[config.mk]
export PLATFORM = sky130hd
export DESIGN_NAME = qdec_counter
export DESIGN_NICKNAME = d
export VERILOG_FILES = /design/src/rtl/qdec_pkg.sv /design/src/rtl/qdec_sync.sv /design/src/rtl/qdec_core.sv /design/src/rtl/qdec_regs.sv /design/src/rtl/qdec_counter.sv
export SDC_FILE = /design/constraint.sdc
export NUM_CORES = 1
export LEC_CHECK = 0
export BUFFER_PORTS_ARGS = -buffer_cell sky130_fd_sc_hd__buf_4
export CORE_MARGIN = 1.5
export CORE_UTILIZATION = 59
export DETAILED_ROUTE_END_ITERATION = 8
export GPL_ROUTABILITY_DRIVEN = 1
export GPL_TIMING_DRIVEN = 0
export PLACE_DENSITY_LB_ADDON = 0.1
export SLEW_MARGIN = 20
export SYNTH_ARGS = -nofsm -noshare
export SYNTH_HDL_FRONTEND = slang
export SYNTH_SLANG_ARGS = --single-unit
[constraint.sdc]
create_clock -name clk -period 3.35 [get_ports clk]
set_clock_uncertainty 0.1 [all_clocks]
set_input_delay 0.1675 -clock clk [delete_from_list [all_inputs] [get_ports clk]]
set_output_delay 0.1675 -clock clk [all_outputs]
set_load 0.1 [all_outputs]
[src/rtl/qdec_pkg.sv]
package qdec_pkg;

    localparam int unsigned ADDR_W = 6;
    localparam int unsigned DATA_W = 32;
    localparam int unsigned STAT_W = 6;
    localparam int unsigned FILT_W = 21;

    localparam logic [ADDR_W-1:0] A_CTRL  = 6'h00;
    localparam logic [ADDR_W-1:0] A_FILT  = 6'h04;
    localparam logic [ADDR_W-1:0] A_COUNT = 6'h08;
    localparam logic [ADDR_W-1:0] A_CEIL  = 6'h0C;
    localparam logic [ADDR_W-1:0] A_ISTAT = 6'h20;
    localparam logic [ADDR_W-1:0] A_IMASK = 6'h24;

    localparam int unsigned B_EN    = 0;
    localparam int unsigned B_FLT   = 1;
    localparam int unsigned B_INVA  = 2;
    localparam int unsigned B_INVB  = 3;
    localparam int unsigned B_INVI  = 4;
    localparam int unsigned B_SWAP  = 5;
    localparam int unsigned B_MODE  = 6;
    localparam int unsigned B_PERR  = 7;
    localparam int unsigned B_NOPRE = 8;

    localparam int unsigned S_DN  = 1;
    localparam int unsigned S_UP  = 2;
    localparam int unsigned S_DIR = 3;

    typedef enum logic [1:0] {
        ST_OFF = 2'd0,
        ST_ARM = 2'd1,
        ST_RUN = 2'd2
    } run_state_t;

    typedef struct packed {
        logic       inv_a;
        logic       inv_b;
        logic       inv_i;
        logic       swap;
        logic       no_preset;
        logic [1:0] gate;
    } dec_cfg_t;

    typedef struct packed {
        logic wrap_up;
        logic wrap_dn;
        logic turn;
        logic bad;
    } dec_evt_t;

endpackage

[src/rtl/qdec_sync.sv]
module qdec_sync #(
    parameter int unsigned N      = 3,
    parameter int unsigned STAGES = 2
) (
    input  logic         clk,
    input  logic         rst_n,
    input  logic [N-1:0] d,
    output logic [N-1:0] q
);

    logic [STAGES-1:0][N-1:0] chain;

    generate
        if (STAGES == 1) begin : g_one
            always_ff @(posedge clk or negedge rst_n) begin
                if (!rst_n) chain <= '0;
                else        chain <= d;
            end
        end else begin : g_many
            always_ff @(posedge clk or negedge rst_n) begin
                if (!rst_n) chain <= '0;
                else        chain <= {chain[STAGES-2:0], d};
            end
        end
    endgenerate

    assign q = chain[STAGES-1];

endmodule

[src/rtl/qdec_core.sv]
module qdec_core
    import qdec_pkg::*;
#(
    parameter int unsigned CW = 32
) (
    input  logic          clk,
    input  logic          rst_n,
    input  logic          en,
    input  dec_cfg_t      cfg,
    input  logic [CW-1:0] ceil,
    input  logic          a_s,
    input  logic          b_s,
    input  logic          i_s,
    output logic [CW-1:0] count,
    output dec_evt_t      evt
);

    run_state_t state_q, state_d;

    logic [CW-1:0] count_q;
    logic [1:0]    ph_q;
    logic          idx_q;
    logic          dir_q, dir_ok_q;

    logic a_p, b_p, a_e, b_e, i_e;
    logic [1:0] cur;
    logic run, mv_up, mv_dn, mv_bad;
    logic step_up, step_dn, bad, preset;
    logic at_ceil, at_zero;

    function automatic logic [1:0] ahead(input logic [1:0] p);
        case (p)
            2'b00:   ahead = 2'b10;
            2'b10:   ahead = 2'b11;
            2'b11:   ahead = 2'b01;
            default: ahead = 2'b00;
        endcase
    endfunction

    // pin transform: inversion first, then optional exchange
    always_comb begin
        a_p = a_s ^ cfg.inv_a;
        b_p = b_s ^ cfg.inv_b;
        if (cfg.swap) begin
            a_e = b_p;
            b_e = a_p;
        end else begin
            a_e = a_p;
            b_e = b_p;
        end
        i_e = i_s ^ cfg.inv_i;
        cur = {a_e, b_e};
    end

    // state register
    always_ff @(posedge clk or negedge rst_n) begin
        if (!rst_n) state_q <= ST_OFF;
        else        state_q <= state_d;
    end

    always_comb begin
        state_d = ST_OFF;
        unique case (state_q)
            ST_OFF:  state_d = en ? ST_ARM : ST_OFF;
            ST_ARM:  state_d = en ? ST_RUN : ST_OFF;
            ST_RUN:  state_d = en ? ST_RUN : ST_OFF;
            default: state_d = ST_OFF;
        endcase
    end

    // output decode
    always_comb begin
        run     = (state_q == ST_RUN) && en;
        mv_up   = (cur == ahead(ph_q));
        mv_dn   = (ph_q == ahead(cur));
        mv_bad  = (cur == ~ph_q);
        step_up = run && mv_up;
        step_dn = run && mv_dn;
        bad     = run && mv_bad;
        preset  = run && i_e && !idx_q && (cur == cfg.gate) && !cfg.no_preset;
        at_ceil = (count_q == ceil);
        at_zero = (count_q == '0);
        evt.wrap_up = step_up && !preset && at_ceil;
        evt.wrap_dn = step_dn && !preset && at_zero;
        evt.turn    = (step_up || step_dn) && dir_ok_q && (dir_q != step_up);
        evt.bad     = bad;
    end

    always_ff @(posedge clk or negedge rst_n) begin
        if (!rst_n) begin
            count_q  <= '0;
            ph_q     <= 2'b00;
            idx_q    <= 1'b0;
            dir_q    <= 1'b0;
            dir_ok_q <= 1'b0;
        end else begin
            ph_q  <= cur;
            idx_q <= i_e;
            if (preset)       count_q <= '0;
            else if (step_up) count_q <= at_ceil ? '0 : count_q + 1'b1;
            else if (step_dn) count_q <= at_zero ? ceil : count_q - 1'b1;
            if (state_q != ST_RUN) begin
                dir_ok_q <= 1'b0;
            end else if (step_up || step_dn) begin
                dir_ok_q <= 1'b1;
                dir_q    <= step_up;
            end
        end
    end

    assign count = count_q;


    step_kind_chk: assert property (@(posedge clk) disable iff (!rst_n)
        $onehot0({step_up, step_dn, bad}));


    wrap_up_chk: assert property (@(posedge clk) disable iff (!rst_n)
        (step_up && !preset && count_q == ceil) |=> (count_q == '0));


    wrap_dn_chk: assert property (@(posedge clk) disable iff (!rst_n)
        (step_dn && !preset && count_q == '0) |=> (count_q == $past(ceil)));


    bad_hold_chk: assert property (@(posedge clk) disable iff (!rst_n)
        (bad && !preset) |=> $stable(count_q));


    idle_hold_chk: assert property (@(posedge clk) disable iff (!rst_n)
        (state_q != ST_RUN) |=> $stable(count_q));

endmodule

[src/rtl/qdec_regs.sv]
module qdec_regs
    import qdec_pkg::*;
#(
    parameter int unsigned CW = 32
) (
    input  logic              clk,
    input  logic              rst_n,
    input  logic              bus_sel,
    input  logic              bus_wr,
    input  logic [ADDR_W-1:0] bus_addr,
    input  logic [DATA_W-1:0] bus_wdata,
    output logic [DATA_W-1:0] bus_rdata,
    input  dec_evt_t          evt,
    input  logic [CW-1:0]     count,
    output logic              en,
    output dec_cfg_t          cfg,
    output logic [CW-1:0]     ceil,
    output logic              irq
);

    localparam logic [STAT_W-1:0] MASK_ALL = {STAT_W{1'b1}};

    logic              en_q, flt_q, mode_q, perr_q;
    dec_cfg_t          cfg_q;
    logic [3:0]        cap_q;
    logic [FILT_W-1:0] filt_q;
    logic [CW-1:0]     ceil_q;
    logic [STAT_W-1:0] stat_q, mask_q, stat_set, stat_clr;
    logic              wr, wr_ctrl, perr_clr;

    always_comb begin
        wr       = bus_sel && bus_wr;
        wr_ctrl  = wr && (bus_addr == A_CTRL);
        perr_clr = wr_ctrl && bus_wdata[B_PERR];
        stat_clr = (wr && bus_addr == A_ISTAT) ? bus_wdata[STAT_W-1:0] : '0;
        stat_set = '0;
        stat_set[S_UP]  = evt.wrap_up;
        stat_set[S_DN]  = evt.wrap_dn;
        stat_set[S_DIR] = evt.turn;
    end

    always_ff @(posedge clk or negedge rst_n) begin
        if (!rst_n) begin
            en_q   <= 1'b0;
            flt_q  <= 1'b0;
            mode_q <= 1'b0;
            perr_q <= 1'b0;
            cfg_q  <= '0;
            cap_q  <= '0;
            filt_q <= '0;
            ceil_q <= '0;
            stat_q <= '0;
            mask_q <= MASK_ALL;
        end else begin
            perr_q <= (perr_q && !perr_clr) || evt.bad;
            stat_q <= (stat_q & ~stat_clr) | stat_set;
            if (wr_ctrl) begin
                en_q <= bus_wdata[B_EN];
                if (!en_q) begin
                    flt_q           <= bus_wdata[B_FLT];
                    cfg_q.inv_a     <= bus_wdata[B_INVA];
                    cfg_q.inv_b     <= bus_wdata[B_INVB];
                    cfg_q.inv_i     <= bus_wdata[B_INVI];
                    cfg_q.swap      <= bus_wdata[B_SWAP];
                    mode_q          <= bus_wdata[B_MODE];
                    cfg_q.no_preset <= bus_wdata[B_NOPRE];
                    cfg_q.gate      <= bus_wdata[10:9];
                    cap_q           <= bus_wdata[14:11];
                end
            end
            if (wr && bus_addr == A_FILT && !en_q) filt_q <= bus_wdata[FILT_W-1:0];
            if (wr && bus_addr == A_CEIL && !en_q) ceil_q <= bus_wdata[CW-1:0];
            if (wr && bus_addr == A_IMASK)         mask_q <= bus_wdata[STAT_W-1:0];
        end
    end

    always_comb begin
        bus_rdata = '0;
        if (bus_sel) begin
            case (bus_addr)
                A_CTRL:  bus_rdata[15:0] = {1'b1, cap_q, cfg_q.gate, cfg_q.no_preset,
                                            perr_q, mode_q, cfg_q.swap, cfg_q.inv_i,
                                            cfg_q.inv_b, cfg_q.inv_a, flt_q, en_q};
                A_FILT:  bus_rdata[FILT_W-1:0] = filt_q;
                A_COUNT: bus_rdata[CW-1:0]     = count;
                A_CEIL:  bus_rdata[CW-1:0]     = ceil_q;
                A_ISTAT: bus_rdata[STAT_W-1:0] = stat_q;
                A_IMASK: bus_rdata[STAT_W-1:0] = mask_q;
                default: bus_rdata = '0;
            endcase
        end
    end

    assign en   = en_q;
    assign cfg  = cfg_q;
    assign ceil = ceil_q;
    assign irq  = |(stat_q & ~mask_q);


    ceil_lock_chk: assert property (@(posedge clk) disable iff (!rst_n)
        en_q |=> $stable(ceil_q));


    cfg_lock_chk: assert property (@(posedge clk) disable iff (!rst_n)
        en_q |=> $stable(cfg_q));


    stat_keep_chk: assert property (@(posedge clk) disable iff (!rst_n)
        (stat_clr == '0) |=> ((stat_q & $past(stat_q)) == $past(stat_q)));

endmodule

[src/rtl/qdec_counter.sv]
module qdec_counter
    import qdec_pkg::*;
#(
    parameter int unsigned CW        = 32,
    parameter int unsigned SYNC_DEPTH = 2
) (
    input  logic              clk,
    input  logic              rst_n,
    input  logic              bus_sel,
    input  logic              bus_wr,
    input  logic [ADDR_W-1:0] bus_addr,
    input  logic [DATA_W-1:0] bus_wdata,
    output logic [DATA_W-1:0] bus_rdata,
    input  logic              enc_a,
    input  logic              enc_b,
    input  logic              enc_idx,
    output logic [CW-1:0]     pos,
    output logic              irq
);

    logic [2:0]    pins_s;
    logic          en;
    dec_cfg_t      cfg;
    logic [CW-1:0] ceil;
    logic [CW-1:0] count;
    dec_evt_t      evt;

    qdec_sync #(.N(3), .STAGES(SYNC_DEPTH)) u_sync (
        .clk   (clk),
        .rst_n (rst_n),
        .d     ({enc_a, enc_b, enc_idx}),
        .q     (pins_s)
    );

    qdec_core #(.CW(CW)) u_core (
        .clk   (clk),
        .rst_n (rst_n),
        .en    (en),
        .cfg   (cfg),
        .ceil  (ceil),
        .a_s   (pins_s[2]),
        .b_s   (pins_s[1]),
        .i_s   (pins_s[0]),
        .count (count),
        .evt   (evt)
    );

    qdec_regs #(.CW(CW)) u_regs (
        .clk       (clk),
        .rst_n     (rst_n),
        .bus_sel   (bus_sel),
        .bus_wr    (bus_wr),
        .bus_addr  (bus_addr),
        .bus_wdata (bus_wdata),
        .bus_rdata (bus_rdata),
        .evt       (evt),
        .count     (count),
        .en        (en),
        .cfg       (cfg),
        .ceil      (ceil),
        .irq       (irq)
    );

    assign pos = count;

endmodule

Word-level counts from Yosys, hierarchy flattened
Cells that the tools add are included.
- bits in writable memories: 0
- output and inout port bits: 65
- bits in latches: 0
- logic and storage cells: 116
- memory bits (read-only): 0
- memories: 0
- register bits after elaboration: 125
- equality and inequality tests: 18
- bitwise operators: 11
- reductions and logical operators: 42
- multiply operators: 0
- muxes and demuxes: 20
- $add $sub $neg: 2
- shift-type cells: 0
- order comparisons: 0
- div/mod/pow operators: 0
- operators by type and width (cell ; count):
    $mux W32 ; 6
    $pmux W10 S4 ; 1
    $pmux W6 S6 ; 1
    $add A32 B1 Y32 const B ; 1
    $eq A32 B32 Y1 ; 1
    $logic_not A32 Y1 ; 1
    $sub A32 B1 Y32 const B ; 1
    $logic_and A1 B1 Y1 ; 24
    $pmux W11 S2 ; 1
    $pmux W5 S3 ; 1
    $and A6 B6 Y6 ; 2
    $eq A6 B4 Y1 const B ; 2
    $eq A6 B6 Y1 const B ; 2
    $not A6 Y6 ; 2
    $pmux W2 S3 ; 2
    $eq A2 B2 Y1 const B ; 5
    $eq A2 B2 Y1 ; 4
    $eq A6 B3 Y1 const B ; 1
    $logic_not A2 Y1 ; 3
    $logic_not A6 Y1 ; 1
    $mux W6 ; 1
    $or A6 B4 Y6 ; 1
    $reduce_or A6 Y1 ; 1
    $logic_not A1 Y1 ; 5
    other kinds (14) ; 23

Depth between registers and ports, before layout
Gate-level depths: netlist (run 1).
- word-level depth: 10
- depth in mapped cells: 12

Modules after synthesis
A second synthesis (run 1) with hierarchy kept.
- cell total of the unflattened synthesis: 852
- area, all modules: 8408.1 um2
- by module, submodules not included (module ; instances ; cells each ; seq. area each (um2) ; area each (um2)):
    qdec_core ; 1 ; 548 ; 975.9 ; 4227.8
    qdec_regs ; 1 ; 295 ; 2009.4 ; 4007.6
    qdec_sync ; 1 ; 9 ; 150.1 ; 172.7

Least setup slack after synthesis (run 1)
Ideal clock, no wire load.
- kind: input to output
- start point: input bus_addr[2]
- end point: output bus_rdata[15]
- path buffers: 3
- stages on the path: 5
- setup slack: -0.804 ns
- required time: 3.082 ns
- arrival: 3.886 ns
- cell sequence: clkbuf_1 -> clkbuf_1 -> buf_1 -> mux2i_1 -> a221oi_1
- cells in the longest elaborated chain, start to end: 3
- RTL lines (element ; line ; RTL):
    start, declared ; qdec_counter.sv:11 ; input logic [ADDR_W-1:0] bus_addr,
    $eq A6 B4 Y1 (tied with other cells) ; qdec_regs.sv:80 ; case (bus_addr)
    $pmux W10 S4 (*) ; qdec_regs.sv:80 ;
    $mux W32 (*) ; qdec_regs.sv:79 ; if (bus_sel) begin
    end, declared ; qdec_counter.sv:13 ; output logic [DATA_W-1:0] bus_rdata,
Mark *: on every way between the ends. The rest lies on a longest branch, timed or not.

Final worst setup path (run 1)
- start point: register u_core.count_q[7], in the netlist u_core.count[7]
- end point: register u_core.count_q[19], in the netlist u_core.count[19]
- cells in the longest elaborated chain, start to end: 5
- RTL lines (element ; line ; RTL):
    start, declared ; qdec_core.sv:20 ; logic [CW-1:0] count_q;
    start signal, assigned ; qdec_core.sv:100 ; else if (step_up) count_q <= at_ceil ? '0 : count_q + 1'b1;
    start signal, assigned ; qdec_core.sv:101 ; else if (step_dn) count_q <= at_zero ? ceil : count_q - 1'b1;
    $sub A32 B1 Y32 / $logic_not A32 Y1 (equally long branches) ; qdec_core.sv:101, qdec_core.sv:82 ;
    $mux W32 (2 in a row) ; qdec_core.sv:101 ;
    $mux W32 (*) ; qdec_core.sv:100 ;
    $mux W32 (*) ; qdec_core.sv:99 ; if (preset) count_q <= '0;
Mark *: on every way between the ends. The rest lies on a longest branch, timed or not. The select of a mux whose other input is x is not followed.
A chain may end at the register's enable or synchronous reset.

==> results.yml, run 1 <==
outcome:
  status: "finished, final reports clean"
layout:
  drive_gt1_share_pct: 26.4
  area.sequential_um2: 3140
  fin_cells: 1244
  final_util_pct: 76.6
  multi_input_area_um2: 4730
  area_growth_pct: 25.3
  final_nets: 1106
  fillers: 997
  antenna_cells: 0
yosys:
  synth_edf_count: 0
  yosysSeqAreaShare_pct: 38.1
  synth-async-reset-ratio_pct: 100
  synth_cells: 895
  ys.flop_type: "dfrtp_1"
  synth_area_um2: 8230
  synth_warnings: 0
  synth_cell_types: 65
  yosys_register_bits: 125
  synth.avg_cell_area_um2: 9.19
  synthesis.nets: 946
drt:
  dr_total_vias: 8160
  drtIter0Drc: 1007
  postRouteAntennaNets: 0
  drc: 0
  viasPerCell: 6.56
  wl_per_cell_um: 22.2
  drt_first_pass_iters: 5
  routed_wl_mm: 27.6
floorplanning:
  die-area_um2: 14700
  die_h_um: 121
  coreArea_um2: 13500
  fp-row-count: 42
  start_util_pct: 61.2
  io_pins: 110
  die_w_um: 121
critical_path:
  crit_path_start_kind: "register"
  cp.required_ns: 3.56
  crit_type: "register to register"
  cp_max_fo: 10
  cp-end-kind: "register"
  reg2regPathDepth: 8
  critical_path_arrival_ns: 3.52
sta:
  finalHoldViolCount: 0
  slew_violations: 0
  slew_headroom_pct: 40.5
  rsz0062_at_grt: "false"
  fin_crit_sh_pct: 98.9
  worst_pin_slew_ns: 0.891
  setup_viol: 0
  min_period_ns: 3.31
  fmax_mhz: 302
clock_network:
  cts-root-buf: "clkbuf_16"
  cts_setup_buffers: 0
  htree_levels: 4
  clk_pin_slew_ns: 0.07
  cts_buffers: 17
  cts_tree: "done"
  cts_sinks: 125
  clockBufferDepth: 2
  clk_latency_ns: 0.43
global_route:
  grt_max_degree: 81
  grt_pass1_vias: 8036
  gr-usage-all-layers_pct: 38.8
  antenna_found_initial: 0
  grt_pass1_wl_mm: 43.4
  gr-total-overflow: 0
placed_design:
  dp_hpwl_mm: 19.3
  place.gp.congestion: 0.990
  place_inst: 1179
  port_buffers: 107
power:
  leakage_nw: 4.78
  ir_drop_mv: 0.462
  p_per_area_nw_per_um2: 405
job:
  drv_cap: 0
hold_path:
  holdCritPathClass: "input port to register"
  hold_depth: 3
==> layout by cell type, fill, tap and decap left out, drive strengths merged, types with 9 or more instances in the layout <==
cell           n
clkbuf        78
dfrtp        119
xnor2         23
or3           12
nand3         22
nor2          84
xor2          40
a221oi        13
mux2          79
a31oi         11
nor2b         23
dlygate4sd3   36
a21oi         36
a22oi         28
o21ai         26
nand2         51
nor3          27
inv           25
mux2i         26
nor4          25
nand4         12
and3           9
buf          128
or4           11
o22ai         13
==> where the power goes <==
part	internal, mW	switching [mW]
combinational	0.282	0.330
sequential	1.60	0.0981
clock	1.07	0.792
total	2.95	1.22
==> state kept, by name, indices dropped and copies added (netlist names), 2 cells and up <==
| register | count |
|---|---|
| u_regs.cfg | 7 |
| u_regs.mask_q | 6 |
| u_sync.q | 3 |
| u_regs.ceil | 32 |
| u_regs.cap_q | 4 |
| u_regs.stat_q | 6 |
| u_core.state_q | 2 |
| u_sync.chain | 3 |
| u_core.count | 32 |
| u_regs.filt_q | 21 |
| u_core.ph_q | 2 |
==> through the flow <==
stage               hold slack (ns)  instance area (um2)  setup TNS [ns]  setup slack (ns)  total power [mW]
floorplan                    -0.228                 8240               0           0.00140              2.06
global placement              0.178                 9270           -7.14            -0.425              2.25
detailed placement           0.0253                 9310           -5.54            -0.321              2.27
CTS                          0.0904                10300               0           0.00636              4.15
global route                 0.0919                10300               0           0.00584              4.30
finish                        0.117                10300               0            0.0369              4.17
==> path summary, 6_finish.rpt <==
kind	startpoint	to	slack, ns
max in group asynchronous	rst_n	u_regs.mask_q[0]	2.24
worst min-delay path	bus_addr[3]	u_regs.cap_q[0]	0.12
worst max register to register	u_core.count[7]	u_core.count[19]	0.04
worst max-delay path	u_core.count[7]	u_core.count[19]	0.04
worst min register to register	u_sync.chain[2]	u_sync.q[2]	0.25
min in group asynchronous	rst_n	u_regs.ceil[22]	0.13
==> routing by layer <==
layer  track usage [%]  vias to the layer above  part of all wire [%]
li1                  -                     3587                     -
met4              18.2                        0                   4.2
met5                 0                        -                     0
met1              49.0                     3986                    38
met3              9.77                      107                   9.6
met2              62.7                      480                    48
==> cells by family after synthesis <==
logic type               after synthesis  synth area share, %
AND/OR/NAND/NOR                      306                 19.0
AO/OA/AOI/OAI                        190                 16.1
flip-flops                           125                 38.1
multiplexers                         105                 14.0
buffers and inverters                100                 5.12
XOR/XNOR                              63                 6.71
adder cells (fa/ha/maj)                6                0.912
==> cells in the mapped netlist (5+ instances only) <==
| cell | count | share of area (%) |
|---|---|---|
| dfrtp_1 | 119 | 36 |
| or4_1 | 8 | 0.73 |
| nand4_1 | 12 | 0.91 |
| xor2_1 | 40 | 4.3 |
| inv_1 | 17 | 0.78 |
| o21ai_0 | 24 | 1.5 |
| xnor2_1 | 23 | 2.4 |
| a31oi_1 | 11 | 0.84 |
| nand3b_1 | 5 | 0.46 |
| o31ai_1 | 7 | 0.64 |
| buf_2 | 7 | 0.43 |
| o22ai_1 | 13 | 0.99 |
| a221oi_1 | 13 | 1.4 |
| nand2_1 | 51 | 2.3 |
| nand2b_1 | 8 | 0.61 |
| and2_1 | 5 | 0.38 |
| buf_1 | 10 | 0.46 |
| nor3_1 | 27 | 1.6 |
| or3_1 | 12 | 0.91 |
| and3_1 | 9 | 0.68 |
| buf_6 | 5 | 0.68 |
| a211oi_1 | 6 | 0.55 |
| o211ai_1 | 5 | 0.46 |
| a22oi_1 | 28 | 2.6 |
| mux2i_1 | 26 | 3.2 |
| nor2_1 | 84 | 3.8 |
| ha_1 | 6 | 0.91 |
| a22o_1 | 6 | 0.64 |
| or2_2 | 5 | 0.38 |
| nand3_1 | 22 | 1.3 |
| a21oi_1 | 36 | 2.2 |
| nor4_1 | 25 | 1.9 |
| mux2_2 | 78 | 11 |
| clkbuf_1 | 61 | 2.8 |
| nor2b_1 | 23 | 1.7 |
| a32oi_1 | 8 | 0.85 |
| dfstp_2 | 6 | 1.9 |
==> critical path, cell delays in order (launching register included) <==
cell      delay (ns)
dfrtp_1         0.39
clkbuf_1        0.42
xor2_1          0.15
nor4_1          0.42
nand4_1         0.22
o21ai_1         0.63
clkbuf_2        0.40
o21ai_0         0.17
a211o_1         0.29
==> what timing repair did <==
| item | CTS | global route |
|---|---|---|
| pin swaps | 0 | 1 |
| gates resized for setup | 10 | 26 |
| endpoints found under the setup margin | 25 | 38 |
| hold buffers | 36 | 0 |
| endpoints found under the hold margin | 128 | 0 |
==> final cells by class <==
class / count / area share, %
plain buffers: 80 / 3.56
clock buffers: 18 / 4.26
clock inverters: 14 / 1.42
inverters: 17 / 0.619
multi-input cells: 670 / 45.9
flip-flops and latches: 125 / 30.5
well taps: 176 / 2.14
repair buffers: 144 / 11.6
(Power assumes the default switching activity.)
==> run 2: changes to the inputs <==
- CTS_CLUSTER_DIAMETER: not set -> 40
- RECOVER_POWER: not set -> 100
==> results.yml, run 2 (synthesis gave the netlist of run 1 again) <==
sta:
  min_period_ns: 3.29
  fin_tns_setup_ns: 0
  finalWorstSetupSlack_ns: 0.0610
  slew_violations: 81
  rsz0062_at_grt: "false"
  fmax_mhz: 304
  finalHoldViolCount: 0
  slew_headroom_pct: -29.9
  worst_pin_slew_ns: 1.95
  setup_viol: 0
  fin_crit_sh_pct: 98.2
global_route:
  gr-total-overflow: 0
  antenna_found_initial: 0
  grt_pass1_vias: 8036
  gr-usage-all-layers_pct: 38.8
  grt_pass1_wl_mm: 43.4
  grt_max_degree: 81
layout:
  final_common_cell: "dfrtp_1"
  drive_gt1_share_pct: 22.9
  antenna_cells: 0
  fin_cells: 1244
  area_growth_pct: 22.7
  final_nets: 1106
  final_util_pct: 75.1
  mostFrequentLayoutCells: "dfrtp_1 (114), clkbuf_1 (85), nor2_1 (83), mux2_2 (76), nand2_1 (51)"
floorplanning:
  coreArea_um2: 13500
  fp-row-count: 42
  io_pins: 110
  start_util_pct: 61.2
  die-area_um2: 14700
  die_w_um: 121
  die_h_um: 121
placed_design:
  dp_hpwl_mm: 19.3
  place.gp.congestion: 0.990
  place_inst: 1179
  port_buffers: 107
  pre_cts_ws_ns: -0.321
drt:
  drt_first_pass_iters: 6
  viasPerCell: 6.54
  routed_wl_mm: 27.6
  dr_total_vias: 8134
  wl_per_cell_um: 22.2
  drtIter0Drc: 1161
  drc: 0
  postRouteAntennaNets: 0
critical_path:
  cp_max_fo: 10
  worst_path_max_delay_cell: "o21ai_1"
  r2r_start: "u_core.count[7]"
  crit_path_start_kind: "register"
  crit_start: "u_core.count[7]"
  endpoint: "u_core.count[19]"
  crit_type: "register to register"
  cp-end-kind: "register"
  critical_path_arrival_ns: 3.50
  path_cells: "clkbuf_1 -> xor2_1 -> nor4_1 -> nand4_1 -> o21ai_1 -> clkbuf_2 -> o21ai_0 -> a211o_1"
  rrSetupSlack_ns: 0.06
  r2r_end: "u_core.count[19]"
  cp.required_ns: 3.56
  reg2regPathDepth: 8
  critPathMaxStageDelay_ns: 0.62
power:
  ir_drop_mv: 0.459
  leakage_nw: 4.62
  p_per_area_nw_per_um2: 412
outcome:
  violations: "max-capacitance violations, max-slew violations"
  status: "finished with violations"
clock_network:
  clk_latency_ns: 0.44
  cts_sinks: 125
  clk_pin_slew_ns: 0.07
  cts-root-buf: "clkbuf_16"
  cts_tree: "done"
  cts_buffers: 17
  cts_setup_buffers: 0
  clockBufferDepth: 2
  htree_levels: 4
job:
  drv_cap: 1
hold_path:
  holdCritPathClass: "input port to async pin"
==> run 2: cell types whose count changed in the layout (fill, tap and decap cells not counted), sizes merged <==
cell    previous run  this run
buf              128        59
clkbuf            78       147
==> run 2: routing by layer <==
layer  track usage (%)  vias up  wire length [um]
met5                 0        -                 0
met1              49.0     3935             10700
met3              9.77      117              2520
li1                  -     3599                 -
met4              18.2        0              1240
met2              62.7      483             13100
==> run 2: cell type report <==
type,count,area [um2]
Clock buffer,18,439
Fill cell,1053,3350
Tap cell,176,220
Sequential cell,125,3140
Multi-Input combinational cell,670,4720
Timing Repair Buffer,144,996
Clock inverter,14,146
Buffer,80,367
Inverter,17,63.8
==> run 2: timing repair <==
item,4_1_cts,5_1_grt
hold buffers,36,0
endpoints found under the hold margin,128,0
pin swaps,0,1
resized for setup,10,26
setup endpoints to repair,25,38
==> run 2: worst max-delay path, delay by kind of cell, from the launching register on <==
| kind | cells | cell delay (ns) |
|---|---|---|
| AO/OA/AOI/OAI | 3 | 1.08 |
| XOR/XNOR | 1 | 0.14 |
| buffers and inverters | 2 | 0.83 |
| flip-flops | 1 | 0.39 |
| AND/OR/NAND/NOR | 2 | 0.63 |
==> run 2: worst min path at each step <==
stage,startpoint,slack (ns),cells after the start,to
after floorplan,rst_n,-0.23,0,u_core.count[0]
after global placement,enc_a,0.18,1,u_sync.chain[2]
after detailed placement,rst_n,0.03,1,u_regs.ceil[22]
after CTS,bus_addr[3],0.09,3,u_regs.cap_q[0]
after global routing,bus_addr[3],0.15,3,u_regs.cap_q[0]
final,rst_n,0.12,2,u_regs.ceil[22]
==> run 2: report_power, final <==
| part | total, mW | leakage [nW] | switching, mW | internal (mW) |
|---|---|---|---|---|
| logic | 0.606 | 2.69 | 0.329 | 0.277 |
| clock network | 1.85 | 0.283 | 0.787 | 1.07 |
| registers | 1.70 | 1.65 | 0.0977 | 1.60 |
| total | 4.16 | 4.62 | 1.21 | 2.95 |
==> run 2: metrics by stage <==
| step | hold WS (ns) | cell area, um2 | total power [mW] |
|---|---|---|---|
| after global placement | 0.178 | 9270 | 2.25 |
| final | 0.115 | 10100 | 4.16 |
| after CTS | 0.0904 | 10300 | 4.15 |
| after detailed placement | 0.0253 | 9310 | 2.27 |
| after global routing | 0.153 | 10100 | 4.29 |
| after floorplan | -0.228 | 8240 | 2.06 |
==> run 3: changes to the inputs <==
- MAX_ROUTING_LAYER: not set -> met4
==> results.yml, run 3 (synthesis gave the netlist of run 1 again) <==
clock_network:
  clk_latency_ns: 0.44
  cts-root-buf: "clkbuf_16"
  cts_buffers: 17
  clockBufferDepth: 2
  cts_tree: "done"
  htree_levels: 4
  clk_pin_slew_ns: 0.06
  cts_sinks: 125
layout:
  final_area_um2: 10100
  final_util_pct: 75.2
  mostFrequentLayoutCells: "dfrtp_1 (114), clkbuf_1 (91), nor2_1 (83), mux2_2 (75), nand2_1 (51)"
  final_common_cell: "dfrtp_1"
  final_nets: 1108
  area_growth_pct: 23.0
  drive_gt1_share_pct: 22.9
  antenna_cells: 0
job:
  drv_cap: 1
critical_path:
  worst_path_max_delay_cell: "or4_4"
  critical_path_arrival_ns: 3.49
  r2r_end: "u_core.count[28]"
  cp.required_ns: 3.58
  path_cells: "or4_4 -> or4_4 -> buf_6 -> or4_4 -> buf_6 -> buf_4 -> o21ai_0 -> o21ai_0 -> a22o_1"
  crit_type: "register to register"
  crit_path_start_kind: "register"
  critPathMaxStageDelay_ns: 0.58
  reg2regPathDepth: 9
  cp-end-kind: "register"
  cp_max_fo: 10
  rrSetupSlack_ns: 0.08
  r2r_start: "u_core.count[19]"
  cp_common_cell: "or4_4"
sta:
  rsz0062_at_grt: "false"
  fin_crit_sh_pct: 97.6
  finalHoldViolCount: 0
  finalWorstSetupSlack_ns: 0.0810
  slew_violations: 81
  setup_viol: 0
  worst_pin_slew_ns: 1.97
  slew_headroom_pct: -31.3
  min_period_ns: 3.27
  fmax_mhz: 306
  fin_tns_setup_ns: 0
outcome:
  violations: "max-capacitance violations, max-slew violations"
  status: "finished with violations"
global_route:
  use_met2_pct: 62.6
  gr-total-overflow: 0
  antenna_found_initial: 0
  gr-usage-all-layers_pct: 40.0
  grt_max_degree: 81
  grtUsageMet1_pct: 49.1
  met3_usage_pct: 9.87
  grt_pass1_wl_mm: 43.1
  grt_pass1_vias: 7938
  gr-max-usage-layer: "met2"
drt:
  viasPerCell: 6.50
  drt_first_pass_iters: 8
  dr_total_vias: 8093
  wl_per_cell_um: 22.6
  drtIter0Drc: 954
  postRouteAntennaNets: 0
  drc: 0
  routed_wl_mm: 28.2
floorplanning:
  die-area_um2: 14700
  die_w_um: 121
  start_util_pct: 61.2
  fp-row-count: 42
  io_pins: 110
  die_h_um: 121
  coreArea_um2: 13500
power:
  leakage_nw: 4.61
  p_sw_share_pct: 29.6
  seqPwrFrac_pct: 41.0
  p_comb_share_pct: 14.9
  p_sw_mw: 1.23
  intPower_mw: 2.92
  p_total_mw: 4.15
  ir_drop_mv: 0.373
  p_per_area_nw_per_um2: 410
  power_frac_clock_pct: 44.0
placed_design:
  port_buffers: 107
  dpl_cell_area_um2: 9310
  place.gp.congestion: 0.974
  dp_hpwl_mm: 19.4
  pre_cts_ws_ns: -0.381
hold_path:
  holdCritPathClass: "input port to async pin"
==> run 3: cell count changes in the layout (fill, tap and decap cells not counted), moves of 2 or more <==
cell | previous run | this run
inv_6 | 6 | 3
nor4_2 | 0 | 2
nor4_1 | 25 | 23
clkinv_2 | 0 | 2
buf_2 | 10 | 6
clkbuf_2 | 32 | 29
clkbuf_1 | 85 | 91
clkbuf_4 | 12 | 17
==> run 3: how the worst max path moves through the flow <==
stage | startpoint | endpoint | slack, ns | depth (start not counted)
detailed placement | u_core.count[9] | u_core.count[19] | -0.38 | 8
floorplan | u_core.count[20] | u_core.count[13] | 0.001 | 10
global route | u_core.count[20] | u_core.count[28] | 0.01 | 10
global placement | u_core.count[2] | u_core.count[19] | -0.33 | 8
CTS | u_regs.cfg[6] | u_core.count[3] | 0.01 | 8
finish | u_core.count[19] | u_core.count[28] | 0.08 | 9
==> run 3: metrics by stage <==
| stage | hold WS [ns] | std cells |
|---|---|---|
| floorplan | -0.228 | 895 |
| global route | 0.131 | 1246 |
| CTS | 0.0796 | 1247 |
| global placement | 0.178 | 1178 |
| detailed placement | 0.0232 | 1179 |
| finish | 0.110 | 1246 |
==> run 3: critical path, delay by kind of cell (launching register included) <==
kind                   cells  cell delay [ns]
and+or+nand+nor            3             1.52
DFF                        1             0.54
buffers and inverters      3             0.50
AOI/OAI and AO/OA          3             0.49
==> run 3: final cells by class <==
class / instances / area, um2
buffer: 82 / 367
inverter: 17 / 63.8
timing repair buffer: 144 / 1010
clock buffer: 18 / 429
sequential: 125 / 3140
tap: 176 / 220
fill: 1042 / 3330
clock inverter: 14 / 139
multi-input combinational: 670 / 4750
==> run 3: power groups by stage <==
stage / Sequential (mW) / Combinational, mW / Clock, mW
2_1_floorplan: 1.69 / 0.368 / 0
3_3_place_gp: 1.71 / 0.541 / 0
3_5_place_dp: 1.72 / 0.555 / 0
4_1_cts: 1.69 / 0.598 / 1.81
5_1_grt: 1.71 / 0.665 / 1.89
6_report: 1.70 / 0.619 / 1.83
==> run 3: repair_timing <==
item,in CTS,in global routing
endpoints found under the setup margin,24,39
hold buffers,36,0
gates resized for setup,7,27
hold endpoints to repair,128,0
pin swaps,0,1
setup buffers,0,0
==> run 3: metal layers <==
layer	share of wire (%)	up-vias
li1	-	3611
met1	39	3947
met2	48	443
met3	8.7	92
met4	3.8	0
met5	0	-
